==> config.mk <==
export PLATFORM = sky130hd
export DESIGN_NAME = lza_normalizer
export DESIGN_NICKNAME = d
export VERILOG_FILES = /design/src/rtl/lza_pkg.sv /design/src/rtl/lza_indicator.sv /design/src/rtl/lza_lead_enc.sv /design/src/rtl/lza_shift.sv /design/src/rtl/lza_normalizer.sv
export SDC_FILE = /design/constraint.sdc
export NUM_CORES = 1
export LEC_CHECK = 0
export ABC_CLOCK_PERIOD_IN_PS = 5520
export BUFFER_PORTS_ARGS = -buffer_cell sky130_fd_sc_hd__buf_4
export CAP_MARGIN = 20
export CORE_ASPECT_RATIO = 1.2
export CORE_MARGIN = 8
export CORE_UTILIZATION = 43
export DETAILED_ROUTE_END_ITERATION = 12
export GPL_TIMING_DRIVEN = 0
export PLACE_DENSITY = 0.81
export RECOVER_POWER = 100
export SLEW_MARGIN = 30
export SYNTH_ARGS = -nofsm -noshare
export SYNTH_HDL_FRONTEND = slang
export SYNTH_SLANG_ARGS = --single-unit
==> constraint.sdc <==
create_clock -name vclk -period 5.52
set_clock_uncertainty 0.05 [all_clocks]
set_input_delay 1.104 -clock vclk [all_inputs]
set_output_delay 1.104 -clock vclk [all_outputs]
set_load 0.01 [all_outputs]
==> src/rtl/lza_pkg.sv <==
// Package: shared types for the leading zero anticipator.
// Assumes nothing beyond IEEE 1800-2017 packed structs.
package lza_pkg;

    // Per-bit classification of an operand pair
    typedef struct packed {
        logic t;   // exactly one operand bit set (propagate)
        logic g;   // both operand bits set (generate)
        logic z;   // neither operand bit set (kill)
    } pgk_t;

    // Classify one bit pair
    function automatic pgk_t classify(input logic x, input logic y);
        pgk_t r;
        r.t = x ^ y;
        r.g = x & y;
        r.z = ~x & ~y;
        return r;
    endfunction

endpackage

==> src/rtl/lza_indicator.sv <==
// Module: lza_indicator
// Builds the leading-one indicator string from the two adder operands.
// The operands are extended by one low bit that carries the carry-in, so the
// extended sum is exact, and by two high sign bits. Each indicator bit looks
// at the propagate term one position up and the generate/kill terms at its
// own and the next lower position. The marked leading one lands at the true
// position or one above it. Assumes a non-negative true result.
module lza_indicator #(
    parameter int WIDTH = 16
) (
    input  logic [WIDTH-1:0] op_a,
    input  logic [WIDTH-1:0] op_b,
    input  logic             eff_sub,
    output logic [WIDTH-1:0] ind
);
    import lza_pkg::*;

    localparam int EW = WIDTH + 3;

    logic [EW-1:0] ext_a;
    logic [EW-1:0] ext_b;
    pgk_t [EW-1:0] cls;
    logic [EW-1:0] f;

    // Extend operands: carry-in bit at the bottom, sign bits at the top
    always_comb begin
        ext_a = {2'b00, op_a, eff_sub};
        ext_b = {{2{eff_sub}}, (eff_sub ? ~op_b : op_b), eff_sub};
    end

    genvar i;
    generate
        for (i = 0; i < EW; i++) begin : g_cls
            assign cls[i] = classify(ext_a[i], ext_b[i]);
        end

        assign f[0]      = 1'b0;
        assign f[EW-1]   = 1'b0;
        for (i = 1; i < EW - 1; i++) begin : g_f
            assign f[i] = cls[i+1].t
                ? ((cls[i].g & ~cls[i-1].z) | (cls[i].z & ~cls[i-1].g))
                : ((cls[i].z & ~cls[i-1].z) | (cls[i].g & ~cls[i-1].g));
        end

        for (i = 0; i < WIDTH - 1; i++) begin : g_map
            assign ind[i] = f[i+1];
        end
    endgenerate

    // Top indicator bit also absorbs a mark one above the data range
    assign ind[WIDTH-1] = f[WIDTH] | f[WIDTH+1];

endmodule

==> src/rtl/lza_lead_enc.sv <==
// Module: lza_lead_enc
// Priority encoder: reports WIDTH-1 minus the index of the most significant
// set indicator bit. Reports zero when no bit is set.
module lza_lead_enc #(
    parameter int WIDTH = 16,
    parameter int CNT_W = $clog2(WIDTH + 1)
) (
    input  logic [WIDTH-1:0] ind,
    output logic [CNT_W-1:0] cnt
);

    // Scan upward so the highest set bit decides the count
    always_comb begin
        cnt = '0;
        for (int i = 0; i < WIDTH; i++) begin
            if (ind[i]) cnt = CNT_W'(WIDTH - 1 - i);
        end
    end

endmodule

==> src/rtl/lza_shift.sv <==
// Module: lza_shift
// Logarithmic left shifter: one stage per bit of the shift amount.
// Stages whose step reaches the width clear the data.
module lza_shift #(
    parameter int WIDTH = 16,
    parameter int CNT_W = $clog2(WIDTH + 1)
) (
    input  logic [WIDTH-1:0] din,
    input  logic [CNT_W-1:0] amt,
    output logic [WIDTH-1:0] dout
);

    logic [WIDTH-1:0] stage [CNT_W+1];

    assign stage[0] = din;

    genvar k;
    generate
        for (k = 0; k < CNT_W; k++) begin : g_stage
            if ((1 << k) >= WIDTH) begin : g_clear
                assign stage[k+1] = amt[k] ? '0 : stage[k];
            end else begin : g_move
                assign stage[k+1] = amt[k] ? (stage[k] << (1 << k)) : stage[k];
            end
        end
    endgenerate

    assign dout = stage[CNT_W];

endmodule

==> src/rtl/lza_normalizer.sv <==
// Module: lza_normalizer (top)
// Predicts the normalization shift from the adder operands, shifts the adder
// sum by the prediction, then repairs a one-short prediction by checking the
// top bit. A zero sum reports a count of WIDTH and a zero flag.
// Assumes sum_in is the adder result for op_a, op_b and eff_sub, and that the
// true result is non-negative and fits in WIDTH bits.
module lza_normalizer #(
    parameter int WIDTH = 16,
    parameter int CNT_W = $clog2(WIDTH + 1)
) (
    input  logic [WIDTH-1:0] op_a,
    input  logic [WIDTH-1:0] op_b,
    input  logic             eff_sub,
    input  logic [WIDTH-1:0] sum_in,
    output logic [WIDTH-1:0] norm_out,
    output logic [CNT_W-1:0] shift_cnt,
    output logic             sum_zero
);

    logic [WIDTH-1:0] ind;
    logic [CNT_W-1:0] pred_cnt;
    logic [WIDTH-1:0] coarse;
    logic             fix_one;

    lza_indicator #(.WIDTH(WIDTH)) u_ind (
        .op_a    (op_a),
        .op_b    (op_b),
        .eff_sub (eff_sub),
        .ind     (ind)
    );

    lza_lead_enc #(.WIDTH(WIDTH), .CNT_W(CNT_W)) u_enc (
        .ind (ind),
        .cnt (pred_cnt)
    );

    lza_shift #(.WIDTH(WIDTH), .CNT_W(CNT_W)) u_shift (
        .din  (sum_in),
        .amt  (pred_cnt),
        .dout (coarse)
    );

    // Detect a one-short prediction and produce the final result
    always_comb begin
        sum_zero = (sum_in == '0);
        fix_one  = ~coarse[WIDTH-1];
        if (sum_zero) begin
            norm_out  = '0;
            shift_cnt = CNT_W'(WIDTH);
        end else if (fix_one) begin
            norm_out  = coarse << 1;
            shift_cnt = pred_cnt + CNT_W'(1);
        end else begin
            norm_out  = coarse;
            shift_cnt = pred_cnt;
        end
    end

endmodule

==> impl_results.md, run 1 <==
- Status: complete, but fails checks
- Failing checks: setup timing
- Antenna violations before repair: 0
- Final-layout fill cell count: about 360
- Final instance area: about 4100 µm²
- Post-synthesis instance total: ~310
- Commonest non-fill, non-tap cell in the layout: buf_4
- Avg WL per Cell: 20.2 µm
- GPL Wtd Cong: ~0.92
- Crit share post-route: 104%
- Mapped Area: ~2400 µm²
- Fin Hold WS: between 2000 and 3000 ps
- DRT antenna net count: 0
- Total Routing Usage GR: between 20% and 30%
- Worst-path fanout max: 10
- Final Hold Vio Count: 0
- DP Cell Count: 440
- Die H: slightly below 100 µm
- Clock buffer count in the final layout: 0
- Global route overflow: 0
- First-pass DRT Iterations: 5
- Synth-to-Final Area Change: 70.7%
- Setup tns final: -2830 ps
- # DRC: 0
- Dpl hpwl: 5780 µm
- Setup crit start kind: input port
- Reg area: 0 µm²
- Die area: roughly 8300 µm²
- Most frequent cells in the layout: buf_4, mux2i_1, inv_1, ha_1, ha_4
- Setup violations, final: 18
- Sequential element share of the synthesized area: 0%
- RSZ-0062 raised after global routing: yes
- Number of library cell types mapped by synthesis: 63
- CP Data Required Time: around 4400 ps
- Min cycle time layout: between 5000 and 6000 ps
- CORE AREA: between 5000 and 6000 µm²
- Nets: between 500 and 600
- Dpl cell area: between 3000 and 4000 µm²
- Largest net degree at the start of global routing: 11
- Maximum clock rate: between 150 and 200 MHz
- Worst Setup End Kind: output port
- Starting Density: between 40% and 50%
- Initial DRC Count: roughly 170
- # diodes: 0
- Rel. slew slack: about 60%
- Vias per inst: 6.20
- Synth Area per Inst: about 7.9 µm²
- Leakage: around 0.0019 µW
- First-pass GRT wire length: 14,800 µm
- Port-buffer cells: 71
- VDD IR-drop max: between 0.08 and 0.09 mV
- Vias in the first global route: 3,090
- Synth warnings: 0
- Worst EP arrival: between 4000 and 5000 ps
- Worst-Margin Slew: a little over 600 ps
- Layout Cells excl Fill: ~480
- DR vias: ~3,000
- Mapped Nets: just under 400
- Share of cells above drive strength 1: a little over half
- Pwr Density: ~200 nW/µm²
- Die width: 84.3 µm
- Num ports: between 70 and 80
- Setup WS post-layout: -234 ps
- Tightest Hold Check Type: in2out
- Seq cells: 0
- Hold buffer count at cts: 0
- Row count: 30
- Worst Setup Path Type: in2out
- Final wirelength: 9790 µm
- Final Slew Violations: 0
- MaxCap Viol Count: 0
[logic make-up after synthesis]
kind of cell / synth area share, %
buffers and inverters: 7.44
AND/OR/NAND/NOR: 17.4
XOR/XNOR: 6.56
adder cells (fa/ha/maj): 16.1
AO/OA/AOI/OAI: 20.6
multiplexers: 31.8
[layer usage]
metal	share of wire, %	wire, µm	vias to the layer above	GRT usage (%)
met1	38	3730	1443	22.5
met3	4.6	450	45	1.58
li1	-	-	1359	-
met5	0	0	-	0
met4	4.4	426	0	5.73
met2	53	5180	153	39.6
[stage by stage]
step	power, µW	util, %	setup WS (ps)
2_1_floorplan	362	-	9.33
4_1_cts	712	69.9	-70.2
3_3_place_gp	531	55.1	-599
5_1_grt	844	74.4	-303
3_5_place_dp	541	55.1	-669
6_report	800	74.4	-234
[cells in the mapped netlist (4+ instances only)]
cell type | count | area share (%)
a21oi_1 | 8 | 1.7
o21ai_0 | 12 | 2.5
a22o_1 | 6 | 2.2
nor3_1 | 5 | 1.0
nand2_1 | 15 | 2.3
nand3_1 | 5 | 1.0
buf_2 | 5 | 1.0
nor2_1 | 14 | 2.2
nor4_1 | 5 | 1.3
inv_1 | 31 | 4.8
a22oi_1 | 14 | 4.4
nor2b_1 | 8 | 2.1
ha_1 | 31 | 16
xor2_1 | 16 | 5.8
mux2_1 | 5 | 2.3
mux2_2 | 5 | 2.3
mux2i_1 | 57 | 24
a211oi_1 | 4 | 1.2
[repair_timing]
item	in CTS	in global routing
gates cloned	2	0
buffers inserted	37	7
gates resized for setup	88	36
setup endpoints to repair	21	21
pin swaps	31	12
[power breakdown]
group | internal [µW] | leakage (µW) | total (µW) | switching [µW]
Sequential | 0 | 0 | 0 | 0
Clock | 0 | 0 | 0 | 0
Combinational | 419 | 0.00187 | 800 | 382
[cell type report]
class,count,area (µm²),area share [%]
timing repair buffer,116,971,23.7
multi-input combinational,262,2850,69.3
buffer,10,88.8,2.16
tap,64,80.1,1.95
inverter,32,120,2.93
[worst paths after layout]
kind | startpoint | end | slack, ps | cells past startpoint
setup / recovery | eff_sub | norm_out[12] | -230 | 18
hold / removal | sum_in[0] | norm_out[0] | 2730 | 5
[worst max-delay path: stages]
cell and delay (ps):
buf_16 130, buf_16 150, xor2_2 170, inv_1 100
ha_4 300, mux2i_1 290, a22oi_2 130, a211oi_2 200
a311o_1 210, and2_4 200, buf_4 220, buf_6 190
buf_4 230, mux2i_1 270, mux2i_1 140, mux2i_1 260
mux2_4 210, buf_6 100
No activity file was read; power rests on OpenSTA's default activity.
==> run 2, diff against run 1 <==
--- a/config.mk
+++ b/config.mk
@@ -8,12 +8,14 @@
 export ABC_CLOCK_PERIOD_IN_PS = 5520
 export BUFFER_PORTS_ARGS = -buffer_cell sky130_fd_sc_hd__buf_4
 export CAP_MARGIN = 20
+export CELL_PAD_IN_SITES_DETAIL_PLACEMENT = 0
+export CELL_PAD_IN_SITES_GLOBAL_PLACEMENT = 1
 export CORE_ASPECT_RATIO = 1.2
 export CORE_MARGIN = 8
-export CORE_UTILIZATION = 43
+export CORE_UTILIZATION = 36
 export DETAILED_ROUTE_END_ITERATION = 12
 export GPL_TIMING_DRIVEN = 0
-export PLACE_DENSITY = 0.81
+export PLACE_DENSITY = 0.91
 export RECOVER_POWER = 100
 export SLEW_MARGIN = 30
 export SYNTH_ARGS = -nofsm -noshare
==> run 2 against run 1 <==
Net effect: critical endpoint is now norm_out[9]; critical path depth is 1 lower; largest power group unchanged; total power is 0.67% lower; the run still ends with setup timing left; count of clock-buffer cells in the layout is the same.
==> impl_results.md, run 2 (same netlist as run 1, synthesis figures left out) <==
- Status: complete, but fails checks
- Failing checks: setup timing
- First-pass DRT Iterations: 4 (-1)
- Total Routing Usage GR: 17.4% (-3.0 points)
- CP Buf/Inv Count: 6 (-1)
- Synth-to-Final Area Change: 70.4%
- Avg WL per Cell: 18.1 µm (-11%)
- Worst Setup End Kind: output port
- DR vias: 2,853 (-4.9%)
- Switch share: 46.9% (-0.83 points)
- Final-layout fill cell count: 513 (+42%)
- Row count: 32 (+6.7%)
- Worst-Margin Slew: 520 ps (-100 ps)
- Grt met1 use: 20.2% (-2.4 points)
- Crit share post-route: 105% (+0.51 points)
- CP Data Required Time: 4370 ps (about the same)
- Register share of total power: 0% (unchanged)
- CP top delay family: multiplexers
- Vias per inst: 5.71 (-7.9%)
- Most frequent cells in the layout: buf_4, mux2i_1, inv_1, ha_1
- Worst Setup Path Type: in2out
- MaxCap Viol Count: 0 (unchanged)
- Maximum clock rate: 173 MHz (-0.49%)
- Die width: 90.6 µm (+7.5%)
- VDD IR-drop max: 0.0822 mV (-1.9%)
- Global route overflow: 0 (unchanged)
- Worst path cell trace: buf_16, buf_12, xor2_4, inv_2, ha_4, mux2i_2, a22oi_2, a211oi_2, a311o_1, and2_4, mux4_2, mux2i_4, inv_2, a21oi_4, buf_12, mux2_4, buf_6
- Die area: 9560 µm² (+16%)
- Final wirelength: 9030 µm (-7.7%)
- Setup violations, final: 19 (+1)
- Leakage: 0.00185 µW (-0.94%)
- Clock buffer count in the final layout: 0 (unchanged)
- Reg area: 0 µm² (unchanged)
- Met3 usage: 1.14% (-0.45 points)
- Largest net degree at the start of global routing: 11 (unchanged)
- GPL Wtd Cong: 0.847 (-7.6%)
- NetSw: 373 µW (-2.4%)
- Setup tns final: -3070 ps (-232 ps)
- # DRC: 0 (unchanged)
- Met2 Use GR: 33.8% (-5.7 points)
- Worst EP arrival: 4630 ps (+30 ps)
- DP Cell Count: 461 (+4.8%)
- Initial DRC Count: 124 (-28%)
- Hold buffer count at cts: 0 (unchanged)
- Starting Density: 37.3% (-6.3 points)
- CORE AREA: 6450 µm² (+17%)
- Slowest CP cell: mux4_2
- Internal power: 422 µW (+0.90%)
- Tightest Hold Check Type: in2out
- Port-buffer cells: 71 (unchanged)
- Num ports: 71 (unchanged)
- Dpl hpwl: 5940 µm (+2.7%)
- WHS Path Cells: 5 (unchanged)
- Die H: 106 µm (+7.8%)
- Clock power share: 0% (unchanged)
- Share of cells above drive strength 1: 51.6% (-1.1 points)
- Vias in the first global route: 2,996 (-3.0%)
- Setup WS post-layout: -263 ps (-28.4 ps)
- Final Hold Vio Count: 0 (unchanged)
- RSZ-0062 raised after global routing: yes
- GRT Max-Usage Layer: met2
- Power share of the combinational group: 100.0% (about the same)
- DRT antenna net count: 0 (unchanged)
- Pwr Density: 194 nW/µm² (-0.49%)
- Crit path depth: 17 (-1)
- Commonest non-fill, non-tap cell in the layout: buf_4
- Seq cells: 0 (unchanged)
- Final Slew Violations: 0 (unchanged)
- Setup crit start kind: input port
- First-pass GRT wire length: 14,500 µm (-2.1%)
- Min cycle time layout: 5780 ps (+28.4 ps)
- Critical Path Max Stage Delay: 550 ps (+250 ps)
- Worst-path fanout max: 6 (-4)
- # diodes: 0 (unchanged)
- Rel. slew slack: 65.4% (+6.7 points)
- Nets: 497 (-1.0%)
- Layout Cells excl Fill: 500 (+3.3%)
- Antenna violations before repair: 0 (unchanged)
==> run 2: cell count changes in the layout (fill, tap and decap cells not counted), moves of 2 or more <==
cell     before  now
a22o_2        2    0
buf_6        10   12
mux2i_1      46   48
a21oi_1       5    7
xor2_4        5    2
o21ai_0       6    8
a21oi_2       3    1
a22o_1        4    6
buf_4       107  101
xor2_2        8   12
==> run 2: worst min-delay path, stage by stage <==
cell and delay (ps):
buf_4 130, nand2b_1 120, or2_2 140, nor3_1 40, buf_4 130
==> run 2: path summary, 6_finish.rpt <==
kind / startpoint / endpoint / slack [ps]
setup / recovery: eff_sub / norm_out[9] / -260
hold / removal: sum_in[0] / norm_out[0] / 2730
==> run 2: cell type report <==
cell class / instances / area, µm² / area share (%)
plain buffers: 9 / 80.1 / 1.95
inverters: 32 / 120 / 2.93
multi-input cells: 262 / 2840 / 69.3
repair buffers: 112 / 952 / 23.2
well taps: 85 / 106 / 2.60
==> run 2: power by group through the flow <==
stage	logic [µW]	clock network, µW	registers [µW]
global placement	535	0	0
detailed placement	545	0	0
global route	845	0	0
CTS	716	0	0
floorplan	362	0	0
finish	795	0	0
==> run 2: stage by stage <==
step / setup WS, ps / area, µm² / power (µW) / hold slack, ps / util, %
6_report: -263 / 4100 / 795 / 2730 / 63.6
3_3_place_gp: -629 / 3070 / 535 / 2720 / 47.6
5_1_grt: -382 / 4100 / 845 / 2770 / 63.6
3_5_place_dp: -719 / 3070 / 545 / 2720 / 47.6
4_1_cts: -101 / 3880 / 716 / 2730 / 60.2
2_1_floorplan: 9.33 / 2430 / 362 / 2410 / -
==> run 2: layer usage <==
layer / part of all wire, % / up-vias
met3: 3.6 / 20
met2: 54 / 98
met5: 0 / -
li1: - / 1344
met1: 41 / 1391
met4: 2.1 / 0
==> run 2: repair_timing <==
action	4_1_cts	5_1_grt
setup endpoints to repair	21	21
buffers inserted	35	5
gates cloned	2	0
resized for setup	81	41
pin swaps	32	15
==> run 3, diff against run 2 <==
--- a/config.mk
+++ b/config.mk
@@ -15,8 +15,9 @@
 export CORE_UTILIZATION = 36
 export DETAILED_ROUTE_END_ITERATION = 12
 export GPL_TIMING_DRIVEN = 0
+export MAX_ROUTING_LAYER = met4
 export PLACE_DENSITY = 0.91
-export RECOVER_POWER = 100
+export RECOVER_POWER = 25
 export SLEW_MARGIN = 30
 export SYNTH_ARGS = -nofsm -noshare
 export SYNTH_HDL_FRONTEND = slang
==> run 3 against run 2 <==
Net effect: the run still ends with setup timing left; cell count grew 3.2%; via count up 2.5%; count of clock-buffer cells in the layout unchanged; first-iteration DRC count up 10%; die area unchanged; total power grew 3.4%; routed wire length grew 0.71%; fmax decreased by 0.86%; combinational power increased by 3.4%; sequential share of layout area is the same; critical path type unchanged; largest cell class unchanged.
==> impl_results.md, run 3 (same netlist as run 1, synthesis figures left out) <==
- GPL Wtd Cong: 0.856 (+1.1%)
- Vias in the first global route: 3,112 (+3.9%)
- Leakage: 0.00193 µW (+4.2%)
- Largest net degree at the start of global routing: 11 (unchanged)
- Initial DRC Count: 137 (+10%)
- Synth-to-Final Area Change: 74.6%
- Clock power share: 0% (unchanged)
- Rel. slew slack: 67.8% (+2.4 points)
- Worst Setup End Kind: output port
- Die H: 106 µm (unchanged)
- Setup tns final: -3830 ps (-763 ps)
- Pwr Density: 196 nW/µm² (+0.97%)
- Total Routing Usage GR: 17.8% (+0.34 points)
- Power share of the combinational group: 100.0% (about the same)
- Min cycle time layout: 5830 ps (+50.3 ps)
- Worst Setup Path Type: in2out
- Hold buffer count at cts: 0 (unchanged)
- VDD IR-drop max: 0.0853 mV (+3.8%)
- Commonest non-fill, non-tap cell in the layout: buf_4
- WHS Path Cells: 5 (unchanged)
- Worst path cell trace: buf_16, buf_12, xor2_2, inv_1, ha_4, mux2i_2, a22o_1, nor4b_4, nand4b_1, nand2_4, buf_4, mux2i_1, mux2i_1, a32o_1, a31o_1, mux2_4, buf_6
- Critical Path Max Stage Delay: 440 ps (-110 ps)
- Setup WS post-layout: -313 ps (-50.3 ps)
- CP Buf/Inv Count: 5 (-1)
- Internal power: 447 µW (+5.7%)
- Row count: 32 (unchanged)
- Die width: 90.6 µm (unchanged)
- Failing checks: setup timing
- CP Data Required Time: 4370 ps (about the same)
- First-pass DRT Iterations: 4 (unchanged)
- Crit share post-route: 106% (+0.91 points)
- Register share of total power: 0% (unchanged)
- Worst-path fanout max: 5 (-1)
- Num ports: 71 (unchanged)
- Status: complete, but fails checks
- Seq cells: 0 (unchanged)
- Vias per inst: 5.67 (-0.69%)
- Hold path start: sum_in[0]
- Final Hold Vio Count: 0 (unchanged)
- Port-buffer cells: 71 (unchanged)
- Final Slew Violations: 0 (unchanged)
- Reg area: 0 µm² (unchanged)
- Tightest Hold Check Type: in2out
- Die area: 9560 µm² (unchanged)
- DRT antenna net count: 0 (unchanged)
- RSZ-0062 raised after global routing: yes
- Starting Density: 37.3% (unchanged)
- Switch share: 45.7% (-1.2 points)
- Slowest CP cell: nor4b_4
- Most frequent cells in the layout: buf_4, mux2i_1, inv_1, ha_1, buf_6
- Dpl hpwl: 5870 µm (-1.1%)
- # diodes: 0 (unchanged)
- NetSw: 376 µW (+0.83%)
- First-pass GRT wire length: 14,500 µm (about the same)
- Worst EP arrival: 4680 ps (+50 ps)
- Share of cells above drive strength 1: 53.6% (+2.0 points)
- Setup crit start kind: input port
- DR vias: 2,924 (+2.5%)
- Maximum clock rate: 171 MHz (-0.86%)
- CP top delay family: multiplexers
- # DRC: 0 (unchanged)
- Worst-Margin Slew: 478 ps (-41.4 ps)
- Cell mode on critical path: mux2i_1
- Fin util: 65.1% (+1.6 points)
- CORE AREA: 6450 µm² (unchanged)
- Setup violations, final: 21 (+2)
- Final-layout fill cell count: 496 (-3.3%)
- MaxCap Viol Count: 0 (unchanged)
- Clock buffer count in the final layout: 0 (unchanged)
- Antenna violations before repair: 0 (unchanged)
- Nets: 513 (+3.2%)
- Avg WL per Cell: 17.6 µm (-2.4%)
- Final wirelength: 9090 µm (+0.71%)
- Hold-critical path endpoint: norm_out[0]
- Global route overflow: 0 (unchanged)
## run 3: area by class of cell
type / instances / area, µm² / area share, %
multi-input cells: 262 / 2810 / 67.0
well taps: 85 / 106 / 2.53
plain buffers: 10 / 90.1 / 2.15
repair buffers: 127 / 1070 / 25.5
inverters: 32 / 120 / 2.86
## run 3: layer usage
| metal | global-route usage (%) | vias to the layer above | share of wire [%] |
|---|---|---|---|
| met1 | 19.7 | 1407 | 40 |
| li1 | - | 1382 | - |
| met2 | 33.8 | 114 | 53 |
| met4 | 2.50 | 0 | 1.6 |
| met5 | - | - | 0 |
| met3 | 1.70 | 21 | 5.4 |
## run 3: power groups by stage
stage	clock [µW]	sequential, µW	combinational (µW)
global route	0	0	878
floorplan	0	0	362
detailed placement	0	0	543
CTS	0	0	702
finish	0	0	822
global placement	0	0	535
## run 3: worst max-delay path by stage
stage,slack [ps],start,to,depth (start not counted)
after CTS,-110,eff_sub,norm_out[10],16
after detailed placement,-680,eff_sub,norm_out[13],17
after global placement,-630,eff_sub,norm_out[13],17
after global routing,-440,eff_sub,norm_out[10],17
after floorplan,9,eff_sub,norm_out[6],16
final,-310,eff_sub,norm_out[10],17
## run 3: stage by stage
step | cell area, µm² | power, µW | setup slack [ps] | instances | hold slack (ps)
after detailed placement | 3070 | 543 | -683 | 461 | 2710
final | 4200 | 822 | -313 | 516 | 2730
after CTS | 3870 | 702 | -114 | 500 | 2710
after global routing | 4200 | 878 | -438 | 516 | 2740
after global placement | 3070 | 535 | -625 | 461 | 2720
after floorplan | 2430 | 362 | 9.33 | 305 | 2410
## run 3: repair_timing
item	in CTS	in global routing
cloned	2	0
endpoints found under the hold margin	0	0
buffers inserted	38	18
pin swaps	33	15
endpoints found under the setup margin	21	21
resized for setup	80	43
